### config.mk
export PLATFORM = sky130hd
export DESIGN_NAME = lane_lsu
export DESIGN_NICKNAME = d
export VERILOG_FILES = /design/src/rtl/lane_lsu_pkg.sv /design/src/rtl/lane_agen.sv /design/src/rtl/lane_store_steer.sv /design/src/rtl/lane_load_align.sv /design/src/rtl/lane_resv.sv /design/src/rtl/lane_lsu.sv
export SDC_FILE = /design/constraint.sdc
export NUM_CORES = 1
export LEC_CHECK = 0
export ABC_AREA = 1
export BUFFER_PORTS_ARGS = -buffer_cell sky130_fd_sc_hd__buf_2
export CORE_UTILIZATION = 40
export CTS_CLUSTER_DIAMETER = 100
export DETAILED_ROUTE_END_ITERATION = 8
export HOLD_SLACK_MARGIN = 0.15
export MAX_ROUTING_LAYER = met4
export PLACE_DENSITY = 0.73
export SLEW_MARGIN = 20
export SYNTH_ARGS = -nofsm -noshare
export SYNTH_HDL_FRONTEND = slang
export SYNTH_SLANG_ARGS = --single-unit
### constraint.sdc
create_clock -name clk -period 2.7 [get_ports clk]
set_clock_uncertainty 0.1 [all_clocks]
set_input_delay 0.135 -clock clk [delete_from_list [all_inputs] [get_ports clk]]
set_output_delay 0.135 -clock clk [all_outputs]
set_load 0.05 [all_outputs]
### src/rtl/lane_lsu_pkg.sv
package lane_lsu_pkg;

    localparam int DATA_W = 32;
    localparam int LANES  = DATA_W / 8;

    localparam logic [5:0] OPC_LBU = 6'h24;
    localparam logic [5:0] OPC_LHU = 6'h25;
    localparam logic [5:0] OPC_LW  = 6'h23;
    localparam logic [5:0] OPC_SB  = 6'h28;
    localparam logic [5:0] OPC_SH  = 6'h29;
    localparam logic [5:0] OPC_SW  = 6'h2b;
    localparam logic [5:0] OPC_LL  = 6'h30;
    localparam logic [5:0] OPC_SC  = 6'h38;

    typedef enum logic [1:0] {
        ACC_BYTE = 2'd0,
        ACC_HALF = 2'd1,
        ACC_WORD = 2'd2
    } acc_size_e;

    typedef enum logic [1:0] {
        ST_IDLE     = 2'd0,
        ST_LOAD_RET = 2'd1,
        ST_COND_RET = 2'd2
    } ret_state_e;

    typedef struct packed {
        logic      legal;
        logic      is_load;
        logic      is_store;
        logic      is_cond;
        logic      is_link;
        acc_size_e size;
    } op_dec_t;

    function automatic op_dec_t decode_op(input logic [5:0] op);
        op_dec_t d;
        d      = '0;
        d.size = ACC_WORD;
        case (op)
            OPC_LBU: begin d.legal = 1'b1; d.is_load  = 1'b1; d.size = ACC_BYTE; end
            OPC_LHU: begin d.legal = 1'b1; d.is_load  = 1'b1; d.size = ACC_HALF; end
            OPC_LW:  begin d.legal = 1'b1; d.is_load  = 1'b1; end
            OPC_LL:  begin d.legal = 1'b1; d.is_load  = 1'b1; d.is_link = 1'b1; end
            OPC_SB:  begin d.legal = 1'b1; d.is_store = 1'b1; d.size = ACC_BYTE; end
            OPC_SH:  begin d.legal = 1'b1; d.is_store = 1'b1; d.size = ACC_HALF; end
            OPC_SW:  begin d.legal = 1'b1; d.is_store = 1'b1; end
            OPC_SC:  begin d.legal = 1'b1; d.is_store = 1'b1; d.is_cond = 1'b1; end
            default: d = d;
        endcase
        return d;
    endfunction

endpackage

### src/rtl/lane_agen.sv
module lane_agen #(
    parameter int WADDR_W = 30
) (
    input  logic [31:0]        base,
    input  logic [15:0]        ofs,
    output logic [WADDR_W-1:0] word_idx,
    output logic [1:0]         lane_off
);
    logic [31:0] ea;

    // byte address: base plus offset extended from its sign bit
    assign ea       = base + {{16{ofs[15]}}, ofs};
    assign word_idx = ea[WADDR_W+1:2];
    assign lane_off = ea[1:0];

    generate
        if (WADDR_W < 30) begin : g_trim
            logic unused_hi;
            assign unused_hi = ^ea[31:WADDR_W+2];
        end
    endgenerate
endmodule

### src/rtl/lane_store_steer.sv
module lane_store_steer
    import lane_lsu_pkg::*;
(
    input  acc_size_e         size,
    input  logic [1:0]        off,
    input  logic [DATA_W-1:0] src,
    output logic [LANES-1:0]  be,
    output logic [DATA_W-1:0] wdata
);
    logic is_byte;
    logic is_half;

    assign is_byte = (size == ACC_BYTE);
    assign is_half = (size == ACC_HALF);

    generate
        for (genvar k = 0; k < LANES; k++) begin : g_lane
            localparam logic [1:0] LANE_ID = 2'(k);
            assign be[k] = is_byte ? (off == LANE_ID)
                         : is_half ? (off[1] == LANE_ID[1])
                         : 1'b1;
            assign wdata[8*k +: 8] = is_byte ? src[7:0]
                                   : is_half ? src[8*(k%2) +: 8]
                                   : src[8*k +: 8];
        end
    endgenerate
endmodule

### src/rtl/lane_load_align.sv
module lane_load_align
    import lane_lsu_pkg::*;
(
    input  acc_size_e         size,
    input  logic [1:0]        off,
    input  logic [DATA_W-1:0] rdata,
    output logic [DATA_W-1:0] value
);
    logic [7:0]  pick_byte;
    logic [15:0] pick_half;

    assign pick_byte = rdata[8*off +: 8];
    assign pick_half = off[1] ? rdata[31:16] : rdata[15:0];

    always_comb begin
        unique case (size)
            ACC_BYTE: value = {24'b0, pick_byte};
            ACC_HALF: value = {16'b0, pick_half};
            default:  value = rdata;
        endcase
    end
endmodule

### src/rtl/lane_resv.sv
module lane_resv #(
    parameter int WADDR_W = 30
) (
    input  logic               clk,
    input  logic               rst_n,
    input  logic               link_set,
    input  logic               cond_fire,
    input  logic               plain_store,
    input  logic               kill,
    input  logic [WADDR_W-1:0] probe,
    output logic               valid,
    output logic               hit
);
    logic               valid_q;
    logic [WADDR_W-1:0] addr_q;

    assign valid = valid_q;
    assign hit   = valid_q && (addr_q == probe);

    always_ff @(posedge clk or negedge rst_n) begin
        if (!rst_n) begin
            valid_q <= 1'b0;
            addr_q  <= '0;
        end else if (link_set) begin
            valid_q <= 1'b1;
            addr_q  <= probe;
        end else if (kill || cond_fire || (plain_store && hit)) begin
            valid_q <= 1'b0;
        end
    end
endmodule

### src/rtl/lane_lsu.sv
module lane_lsu
    import lane_lsu_pkg::*;
#(
    parameter int WADDR_W = 30,
    parameter int RIDX_W  = 5
) (
    input  logic               clk,
    input  logic               rst_n,
    input  logic               req_valid,
    input  logic [5:0]         req_op,
    input  logic [31:0]        req_base,
    input  logic [31:0]        req_src,
    input  logic [15:0]        req_ofs,
    input  logic [RIDX_W-1:0]  req_dst,
    input  logic               resv_kill,
    output logic               mem_en,
    output logic               mem_we,
    output logic [WADDR_W-1:0] mem_addr,
    output logic [3:0]         mem_be,
    output logic [31:0]        mem_wdata,
    input  logic [31:0]        mem_rdata,
    output logic               wb_en,
    output logic [RIDX_W-1:0]  wb_dst,
    output logic [31:0]        wb_data
);
    op_dec_t            dec;
    logic               req_ok;
    logic [WADDR_W-1:0] word_idx;
    logic [1:0]         lane_off;
    logic [LANES-1:0]   steer_be;
    logic [DATA_W-1:0]  steer_wdata;
    logic               resv_valid;
    logic               resv_hit;
    logic               cond_pass;
    logic [DATA_W-1:0]  load_value;

    ret_state_e         state_q;
    ret_state_e         state_d;
    acc_size_e          pend_size;
    logic [1:0]         pend_off;
    logic [RIDX_W-1:0]  pend_dst;
    logic               pend_ok;

    assign dec    = decode_op(req_op);
    assign req_ok = req_valid && dec.legal;

    lane_agen #(.WADDR_W(WADDR_W)) u_agen (
        .base     (req_base),
        .ofs      (req_ofs),
        .word_idx (word_idx),
        .lane_off (lane_off)
    );

    lane_store_steer u_steer (
        .size  (dec.size),
        .off   (lane_off),
        .src   (req_src),
        .be    (steer_be),
        .wdata (steer_wdata)
    );

    lane_resv #(.WADDR_W(WADDR_W)) u_resv (
        .clk         (clk),
        .rst_n       (rst_n),
        .link_set    (req_ok && dec.is_link),
        .cond_fire   (req_ok && dec.is_cond),
        .plain_store (req_ok && dec.is_store && !dec.is_cond),
        .kill        (resv_kill),
        .probe       (word_idx),
        .valid       (resv_valid),
        .hit         (resv_hit)
    );

    assign cond_pass = req_ok && dec.is_cond && resv_hit && !resv_kill;

    // memory request, same cycle as the request
    always_comb begin
        mem_en    = req_ok && (!dec.is_cond || cond_pass);
        mem_we    = mem_en && dec.is_store;
        mem_addr  = word_idx;
        mem_be    = dec.is_store ? steer_be : 4'hF;
        mem_wdata = dec.is_store ? steer_wdata : '0;
    end

    // next writeback kind
    always_comb begin
        state_d = ST_IDLE;
        if (req_ok) begin
            if (dec.is_load)      state_d = ST_LOAD_RET;
            else if (dec.is_cond) state_d = ST_COND_RET;
        end
    end

    // state register
    always_ff @(posedge clk or negedge rst_n) begin
        if (!rst_n) state_q <= ST_IDLE;
        else        state_q <= state_d;
    end

    // context of the pending writeback
    always_ff @(posedge clk or negedge rst_n) begin
        if (!rst_n) begin
            pend_size <= ACC_WORD;
            pend_off  <= '0;
            pend_dst  <= '0;
            pend_ok   <= 1'b0;
        end else if (req_ok) begin
            pend_size <= dec.size;
            pend_off  <= lane_off;
            pend_dst  <= req_dst;
            pend_ok   <= cond_pass;
        end
    end

    lane_load_align u_align (
        .size  (pend_size),
        .off   (pend_off),
        .rdata (mem_rdata),
        .value (load_value)
    );

    // writeback outputs
    always_comb begin
        wb_dst = pend_dst;
        unique case (state_q)
            ST_LOAD_RET: begin
                wb_en   = 1'b1;
                wb_data = load_value;
            end
            ST_COND_RET: begin
                wb_en   = 1'b1;
                wb_data = {31'b0, pend_ok};
            end
            default: begin
                wb_en   = 1'b0;
                wb_data = '0;
            end
        endcase
    end
endmodule

==> results of run 1 <==
-- registers in the layout, summed over array words and instances, names as in the netlist --
register and cells:
u_resv.addr_q 30, wb_dst 5, pend_off 2, pend_size 2, state_q 2, pend_ok 1, u_resv.valid 1
-- worst reg2reg max path, cell delays in order, from the launching register on --
cell and delay, ns:
dfrtp_1 0.36, inv_1 0.11, a21oi_2 0.04, nor2_1 0.10
nand2_1 0.06, nor2_1 0.10, nand2_1 0.07, nor2_2 0.13
buf_4 0.11, buf_4 0.09, buf_4 0.11, nand2_4 0.05
nor2_4 0.11, nand2_2 0.07, nor2_2 0.10, nand3_1 0.08
nor2_1 0.11, nand3_1 0.07, nand2_1 0.07, nand2_1 0.04
-- logic make-up after synthesis --
family / synth area share
simple gates: 0.475
buf+inv: 0.145
compound gates: 0.124
flops: 0.171
fa+ha+maj: 0.0687
mux: 0.00954
xor+xnor: 0.00636
-- power breakdown --
part / switching (mW) / total, mW / internal [mW]
Clock: 0.274 / 0.616 / 0.342
Combinational: 1.56 / 2.50 / 0.937
Sequential: 0.103 / 0.875 / 0.772
Total: 1.93 / 3.99 / 2.05
-- synthesized netlist by cell type (7+ instances only) --
library cell	instances
inv_1	219
nand3b_1	10
o21ai_0	51
nand2_1	409
nand3_1	96
clkbuf_1	18
a31oi_1	10
a21oi_1	50
nand4_1	7
dfrtp_1	42
nor2_1	115
nand2_2	27
ha_1	33
nor3_1	8
nand3_2	11
-- per-layer routing --
| layer | global-route usage | routed length, µm | share of wire |
|---|---|---|---|
| met4 | 0.0847 | 561 | 0.024 |
| met1 | 0.391 | 10600 | 0.45 |
| met3 | 0.0314 | 1340 | 0.056 |
| met2 | 0.493 | 11200 | 0.47 |
| met5 | - | 0 | 0 |
-- metrics by stage --
stage,cells,setup slack (ns),hold slack [ns],TNS [ns],total power [mW]
2_1_floorplan,1161,-0.248,-0.261,-0.497,2.36
3_3_place_gp,1733,-0.329,0.0613,-0.647,3.25
3_5_place_dp,1733,-0.353,0.0638,-0.737,3.27
4_1_cts,1758,-0.160,0.183,-0.315,3.93
5_1_grt,1755,-0.324,0.238,-0.636,4.28
6_report,1755,-0.144,0.176,-0.271,3.99
-- cell type report --
| cell class | count | area, µm² | area share |
|---|---|---|---|
| Multi-Input combinational cell | 876 | 4590 | 0.491 |
| Clock buffer | 6 | 129 | 0.0138 |
| Tap cell | 211 | 264 | 0.0282 |
| Sequential cell | 43 | 1080 | 0.115 |
| Inverter | 221 | 830 | 0.0887 |
| Timing Repair Buffer | 396 | 2450 | 0.262 |
| Clock inverter | 2 | 12.5 | 0.00134 |
-- worst max path at each step --
stage | startpoint | end | cells after the start
floorplan | state_q[0] | wb_data[12] | 7
detailed placement | req_ofs[15] | mem_we | 18
global placement | req_ofs[15] | mem_we | 18
finish | req_base[0] | mem_en | 21
global route | req_base[0] | mem_en | 21
CTS | req_ofs[0] | mem_en | 20
-- timing repair --
action                     4_1_cts  5_1_grt
pin swaps                       15       21
setup endpoints to repair        2        3
hold buffers                     9        0
hold endpoints to repair        27        0
gates resized for setup         21       39
setup buffers                    8        1
==> results.json, run 1 <==
{
  "yosysUniqueCellTypes": 40,
  "drive_gt1_frac": 0.322,
  "cp_num_buf_inv": 4,
  "n_fill_cell": 1544,
  "clk_path_buf_depth": 2,
  "worstMarginPinSlew_ns": 0.877,
  "postSynth.asyncResetShare": 1.00,
  "synth_edf_count": 0,
  "finalWeightedCongestion": 0.974,
  "arrival_ns": 2.61,
  "final_core_util": 0.613,
  "regToRegStartpoint": "u_resv.addr_q[0]",
  "r2r-end": "u_resv.valid",
  "syn_area_mm2": 0.00630,
  "peakVddDrop_uv": 292,
  "hold_class": "in2reg",
  "grt_usage": 0.300,
  "status": "complete, but fails checks",
  "final_common_cell": "nand2_1",
  "clock_latency_ns": 0.30,
  "rows": 45,
  "placed_cell_area_mm2": 0.00880,
  "wire_per_inst_um": 13.5,
  "setup_slack_ns": -0.144,
  "setup_viol": 2,
  "synth-seq-cells": 43,
  "overflow": 0,
  "io_pins": 233,
  "postRouteAntennaNets": 0,
  "yosys-top-cells-area": "nand2_1 24%, dfrtp_1 17%, inv_1 13%",
  "clock-sinks": 43,
  "netlist_instances": 1161,
  "cts_root_buf": "clkbuf_16",
  "drcViolationCount": 0,
  "wirelength_um": 23800,
  "final_cell_area_mm2": 0.00935,
  "post-route-period-util": 1.05,
  "initial_utilization": 0.413,
  "yosysWarningCount": 0,
  "yosys.area.top_type": "nand2_1",
  "layout.nets": 1704,
  "slowest_stage": "fa_2",
  "io_buffers": 232,
  "area_growth_pct": 48.4,
  "drt-pass1-iter-count": 5,
  "period_needed_ns": 2.84,
  "violations": "setup timing",
  "layout_common_cells": "398 x nand2_1, 227 x buf_2, 217 x inv_1",
  "vias": 8480,
  "syn_nets": 1322,
  "report.final.hold_viol_count": 0,
  "max_cap_viol_count": 0,
  "critPathMaxStageDelay_ns": 0.38,
  "cts_tree": "built",
  "avgSynthCellArea_um2": 5.43,
  "hp-start": "req_ofs[0]",
  "startpoint_type": "input pin",
  "synth_top_area_share": 0.244,
  "clk_pin_slew_ns": 0.06,
  "power.leakage_nw": 5.69,
  "routed_via_density": 4.83,
  "grt_pass1_wl_um": 37700,
  "die_height_um": 127,
  "die-area_mm2": 0.0163,
  "criticalPathCategory": "in2out",
  "power-per-cell-area_mw_per_mm2": 426,
  "reg2reg_slack_ns": 0.49,
  "yosysSeqAreaShare": 0.171,
  "slew_headroom": 0.415,
  "cp_top_family": "simple AND/OR/NAND/NOR gates",
  "fmax_mhz": 352,
  "hpwl_um": 19600,
  "grt_max_degree": 34,
  "hold_depth": 4,
  "required_ns": 2.47,
  "timing.final.max_slew_violations": 0,
  "synthFlopType": "dfrtp_1",
  "rsz0062_at_grt": "true",
  "endpoint_kind": "output pin",
  "die_x_um": 127,
  "core_mm2": 0.0153,
  "r2r_cells": 19,
  "antenna_cells": 0,
  "path_cells": "buf_6 > ha_4 > fa_2 > nand2_4 > buf_6 > a21oi_2 > nor2_1 > nand2_1 > nor2_1 > nand2_1 > nor2_2 > buf_4 > nand2_4 > nor2_4 > nand2_2 > nor2_1 > nand3_1 > nor2_2 > nand3_4 > a21oi_4 > buf_6",
  "grt_pass1_vias": 7738,
  "path_max_fanout": 3,
  "antenna_found_initial": 0,
  "cts_max_level": 2,
  "drtIter0Drc": 598,
  "cts_buffers": 5,
  "hold_end": "pend_off[0]"
}
Power figures use the tool's default switching activity.
==> inputs of run 2 (changes only) <==
CORE_ASPECT_RATIO = 0.7   (was unset)
clock period = 2.9 ns   (was 2.7 ns; I/O delays follow)
==> run 2 against run 1 <==
- register-to-register slack better by 0.26 ns
- total power is 4.4% lower
- non-clock buffer count is 13 lower
- largest power group unchanged
- critical endpoint unchanged
- the run ends with DRC, setup timing left
- routed wire length is 0.17% lower
==> results.json, run 2 (same netlist as run 1, synthesis figures left out) <==
{
  "status": "complete, but fails checks",
  "violations": "DRC, setup timing",
  "cts_max_level": 2,
  "antenna_found_initial": 0,
  "hpwl_um": 19600,
  "seqCellArea_mm2": 0.00108,
  "clock-sinks": 43,
  "r2r-end": "pend_ok",
  "clock_latency_ns": 0.30,
  "peakVddDrop_uv": 219,
  "cts_root_buf": "clkbuf_16",
  "routed_via_density": 4.93,
  "clk_path_buf_depth": 2,
  "timing.final.max_slew_violations": 0,
  "hold_end": "pend_off[0]",
  "layout.nets": 1691,
  "hp-start": "req_ofs[0]",
  "wire_per_inst_um": 13.7,
  "drtIter0Drc": 671,
  "initial_utilization": 0.419,
  "reg2reg_slack_ns": 0.75,
  "area_growth_pct": 46.5,
  "die_x_um": 152,
  "rsz0062_at_grt": "true",
  "cts_tree": "built",
  "die-area_mm2": 0.0163,
  "whs_ns": 0.215,
  "report.final.hold_viol_count": 0,
  "drcViolationCount": 13,
  "setup_viol": 1,
  "grt_pass1_vias": 7733,
  "wirelength_um": 23700,
  "power-per-cell-area_mw_per_mm2": 413,
  "die_height_um": 107,
  "fmax_mhz": 344,
  "cts_buffers": 5,
  "setup_slack_ns": -0.00491,
  "path_max_fanout": 16,
  "grt_pass1_wl_um": 38000,
  "io_pins": 233,
  "largest-register": "u_resv.addr_q",
  "vias": 8513,
  "post-route-period-util": 1.00,
  "antenna_cells": 0,
  "endpoint_kind": "output pin",
  "worstMarginPinSlew_ns": 0.878,
  "overflow": 0,
  "regToRegStartpoint": "u_resv.addr_q[0]",
  "postRouteAntennaNets": 0,
  "period_needed_ns": 2.90,
  "rows": 37,
  "core_mm2": 0.0150,
  "layout_common_cells": "394 x nand2_1, 227 x buf_2, 218 x inv_1",
  "n_fill_cell": 1491,
  "arrival_ns": 2.66,
  "max_cap_viol_count": 0,
  "drt-pass1-iter-count": 8,
  "final_cell_area_mm2": 0.00923,
  "drive_gt1_frac": 0.313,
  "io_buffers": 232,
  "largest_register_ffs": 30,
  "multi_input_comb_area_mm2": 0.00455,
  "required_ns": 2.65,
  "hold_class": "in2reg",
  "startpoint_type": "input pin",
  "finalWeightedCongestion": 0.981,
  "placed_cell_area_mm2": 0.00861,
  "r2r_cells": 17,
  "slew_headroom": 0.414,
  "grt_max_degree": 36,
  "criticalPathCategory": "in2out",
  "hold_depth": 4,
  "final_common_cell": "nand2_1",
  "final_core_util": 0.613,
  "clk_pin_slew_ns": 0.07,
  "grt_usage": 0.300,
  "power.leakage_nw": 5.63
}
-- run 2: changes by cell type in the layout (fill, tap and decap cells not counted), sizes merged --
cell      previous run  this run
clkbuf               6         5
bufinv               0         1
inv                219       220
buf                387       374
clkinvlp             1         0
-- run 2: repair_timing --
action | 4_1_cts | 5_1_grt
setup endpoints to repair | 2 | 3
gates resized for setup | 22 | 39
setup buffers | 12 | 1
hold buffers | 9 | 0
hold endpoints to repair | 40 | 0
pin swaps | 14 | 16
-- run 2: per-stage QoR --
step                setup WS [ns]  std cells  power, mW  TNS [ns]
detailed placement         -0.200       1696       3.00    -0.382
global placement           -0.134       1696       2.97    -0.257
floorplan                 -0.0583       1161       2.20    -0.117
CTS                        0.0113       1725       3.76         0
global route               -0.204       1726       4.09    -0.461
finish                   -0.00491       1726       3.81  -0.00491
-- run 2: per-layer routing --
layer / vias up / part of all wire / GRT usage
li1: 4377 / - / -
met1: 3790 / 0.46 / 0.399
met2: 317 / 0.45 / 0.487
met3: 29 / 0.073 / 0.0428
met4: 0 / 0.016 / 0.0678
met5: - / 0 / -
-- run 2: final cells by class --
type,count,share of cell area
well taps,195,0.0264
inverters,221,0.0899
clock buffers,5,0.0136
multi-input cells,876,0.494
flip-flops and latches,43,0.117
clock inverters,3,0.00515
repair buffers,383,0.255
-- run 2: critical path, cell delays in order --
cell     delay (ns)
buf_4          0.18
ha_1           0.40
nand2_1        0.17
nor2_1         0.18
inv_1          0.07
nor3_1         0.18
buf_4          0.16
nand3_1        0.10
nand2_1        0.09
nand2_1        0.07
nand2_2        0.06
nand2_1        0.05
nand2_1        0.10
nand3_1        0.10
nor2_2         0.15
nand3_4        0.13
a21oi_4        0.15
buf_6          0.17
-- run 2: how the worst max path moves through the flow --
stage                 from          end  depth (start not counted)
2_1_floorplan   state_q[0]  wb_data[12]                          7
3_3_place_gp   req_ofs[15]       mem_en                         17
3_5_place_dp   req_base[0]       mem_en                         21
4_1_cts        req_base[6]       mem_en                         18
5_1_grt        req_base[5]       mem_en                         19
6_report       req_ofs[15]       mem_en                         18
-- run 2: power by group --
part           leakage (nW)  internal, mW  switching (mW)
Clock                0.0844         0.412           0.287
Combinational          5.01         0.852            1.40
Sequential            0.529         0.718           0.145
Total                  5.63          1.98            1.83
==> inputs of run 3 (changes only) <==
CORE_MARGIN = 2   (was unset)
==> run 3 against run 2 <==
- the flow now finishes without violations
- combinational power barely moved
- fmax rose by 0.78%
- routed wire length fell by 0.32%
- design area fell by 0.49%
- non-clock buffer count fell by 14
- clock power fell by 0.6%
- flip-flop and latch count did not move
- first-iteration DRC count rose by 1.0%
- sequential share of layout area rose by 0.057 points
- global-route usage fell by 2.1 points
- hold slack got worse by 0.0095 ns
- critical path type unchanged
- critical endpoint unchanged
==> results.json, run 3 (same netlist as run 1, synthesis figures left out) <==
{
  "arrival_ns": 2.64,
  "postRouteAntennaNets": 0,
  "post-route-period-util": 0.994,
  "clock-sinks": 43,
  "largest_register_ffs": 30,
  "wirelength_um": 23700,
  "io_pins": 233,
  "clk_pin_slew_ns": 0.08,
  "clk_path_buf_depth": 2,
  "whs_ns": 0.206,
  "power_mw": 3.78,
  "startpoint_type": "input pin",
  "largest-register": "u_resv.addr_q",
  "fmax_mhz": 347,
  "layout_common_cells": "392 x nand2_1, 227 x buf_2, 216 x inv_1",
  "antenna_found_initial": 0,
  "hold_class": "in2reg",
  "drt-pass1-iter-count": 7,
  "max_cap_viol_count": 0,
  "cts_root_buf": "clkbuf_16",
  "clock_latency_ns": 0.30,
  "drive_gt1_frac": 0.314,
  "die_height_um": 109,
  "slew_headroom": 0.413,
  "placed_cells": 1697,
  "final_core_util": 0.594,
  "slowest_stage": "ha_1",
  "drtIter0Drc": 678,
  "vias": 8472,
  "core_mm2": 0.0155,
  "final_common_cell": "nand2_1",
  "drcViolationCount": 0,
  "grt_pass1_vias": 7537,
  "worstMarginPinSlew_ns": 0.880,
  "report.final.hold_viol_count": 0,
  "final_cell_area_mm2": 0.00918,
  "required_ns": 2.65,
  "area_growth_pct": 45.7,
  "peakVddDrop_uv": 218,
  "rsz0062_at_grt": "true",
  "setup_slack_ns": 0.0177,
  "timing.final.max_slew_violations": 0,
  "die_x_um": 154,
  "criticalPathCategory": "in2out",
  "status": "complete, no violations",
  "placed_cell_area_mm2": 0.00859,
  "layout.nets": 1677,
  "routed_via_density": 4.93,
  "overflow": 0,
  "rows": 38,
  "path_max_fanout": 4,
  "path_cells": "buf_2 > ha_1 > nand2_1 > inv_1 > nand2_1 > nand2_1 > nand2_1 > nand2_1 > a21oi_1 > nand3_1 > nand3_1 > nand2_1 > nor2_2 > nand3_1 > nor2_2 > nand3_4 > a21oi_4 > buf_6",
  "cts_tree": "built",
  "critPathMaxStageDelay_ns": 0.35,
  "period_needed_ns": 2.88,
  "fin_tns_setup_ns": 0,
  "grt_pass1_wl_um": 36500,
  "pre_cts_slack_ns": -0.140,
  "cts_buffers": 5,
  "die-area_mm2": 0.0168,
  "initial_utilization": 0.408,
  "power.leakage_nw": 5.55,
  "finalNonFillerCells": 1717,
  "io_buffers": 232,
  "cp_common_cell": "nand2_1",
  "hpwl_um": 19600,
  "power-per-cell-area_mw_per_mm2": 412,
  "endpoint_kind": "output pin",
  "wire_per_inst_um": 13.8,
  "cts_max_level": 2,
  "grt_max_degree": 36,
  "finalWeightedCongestion": 0.981,
  "grt_usage": 0.279,
  "setup_viol": 0,
  "antenna_cells": 0
}
==> run 3: cell types whose count changed in the layout (fill, tap and decap cells not counted), moves of 3 or more <==
cell	change
nand2_2	+4
buf_4	-14
nand3_2	-3
nor2_1	-3
ha_2	+3
ha_4	+4
nor2_2	+4
ha_1	-7
==> run 3: worst paths after layout <==
kind | from | cells past startpoint | end | slack [ns]
min reg2reg | wb_dst[0] | 2 | wb_dst[0] | 0.37
min | req_base[0] | 4 | pend_off[0] | 0.21
max reg2reg | u_resv.addr_q[0] | 18 | u_resv.valid | 0.94
max | req_base[11] | 18 | mem_en | 0.02
min in group asynchronous | rst_n | 2 | u_resv.addr_q[17] | 0.38
max in group asynchronous | rst_n | 3 | u_resv.addr_q[13] | 1.59
==> run 3: final cells by class <==
| type | count | area [µm²] |
|---|---|---|
| sequential | 43 | 1080 |
| multi-input combinational | 876 | 4610 |
| tap | 200 | 250 |
| inverter | 221 | 830 |
| clock buffer | 5 | 125 |
| timing repair buffer | 369 | 2240 |
| fill | 1588 | 6270 |
| clock inverter | 3 | 47.5 |
==> run 3: worst max-delay path: cells and delay by family <==
kind                       cells  cell delay (ns)
adders and majority gates      1             0.35
buffers and inverters          3             0.32
AOI/OAI and AO/OA              2             0.40
and+or+nand+nor               12             1.41
==> run 3: layer usage <==
layer,track usage,part of all wire,vias to the layer above,wire (µm)
met5,-,0,-,0
met4,0.0527,0.013,0,297
met3,0.0346,0.072,25,1710
met2,0.440,0.45,334,10700
met1,0.389,0.46,3776,11000
li1,-,-,4337,-
==> run 3: power breakdown <==
part,switching (mW),internal [mW]
registers,0.125,0.719
clock network,0.283,0.412
logic,1.42,0.827
total,1.82,1.96
==> run 3: timing repair <==
item	4_1_cts	5_1_grt
setup endpoints to repair	2	2
hold buffers	9	0
buffers inserted	0	3
endpoints found under the hold margin	41	0
pin swaps	1	22
resized for setup	11	60
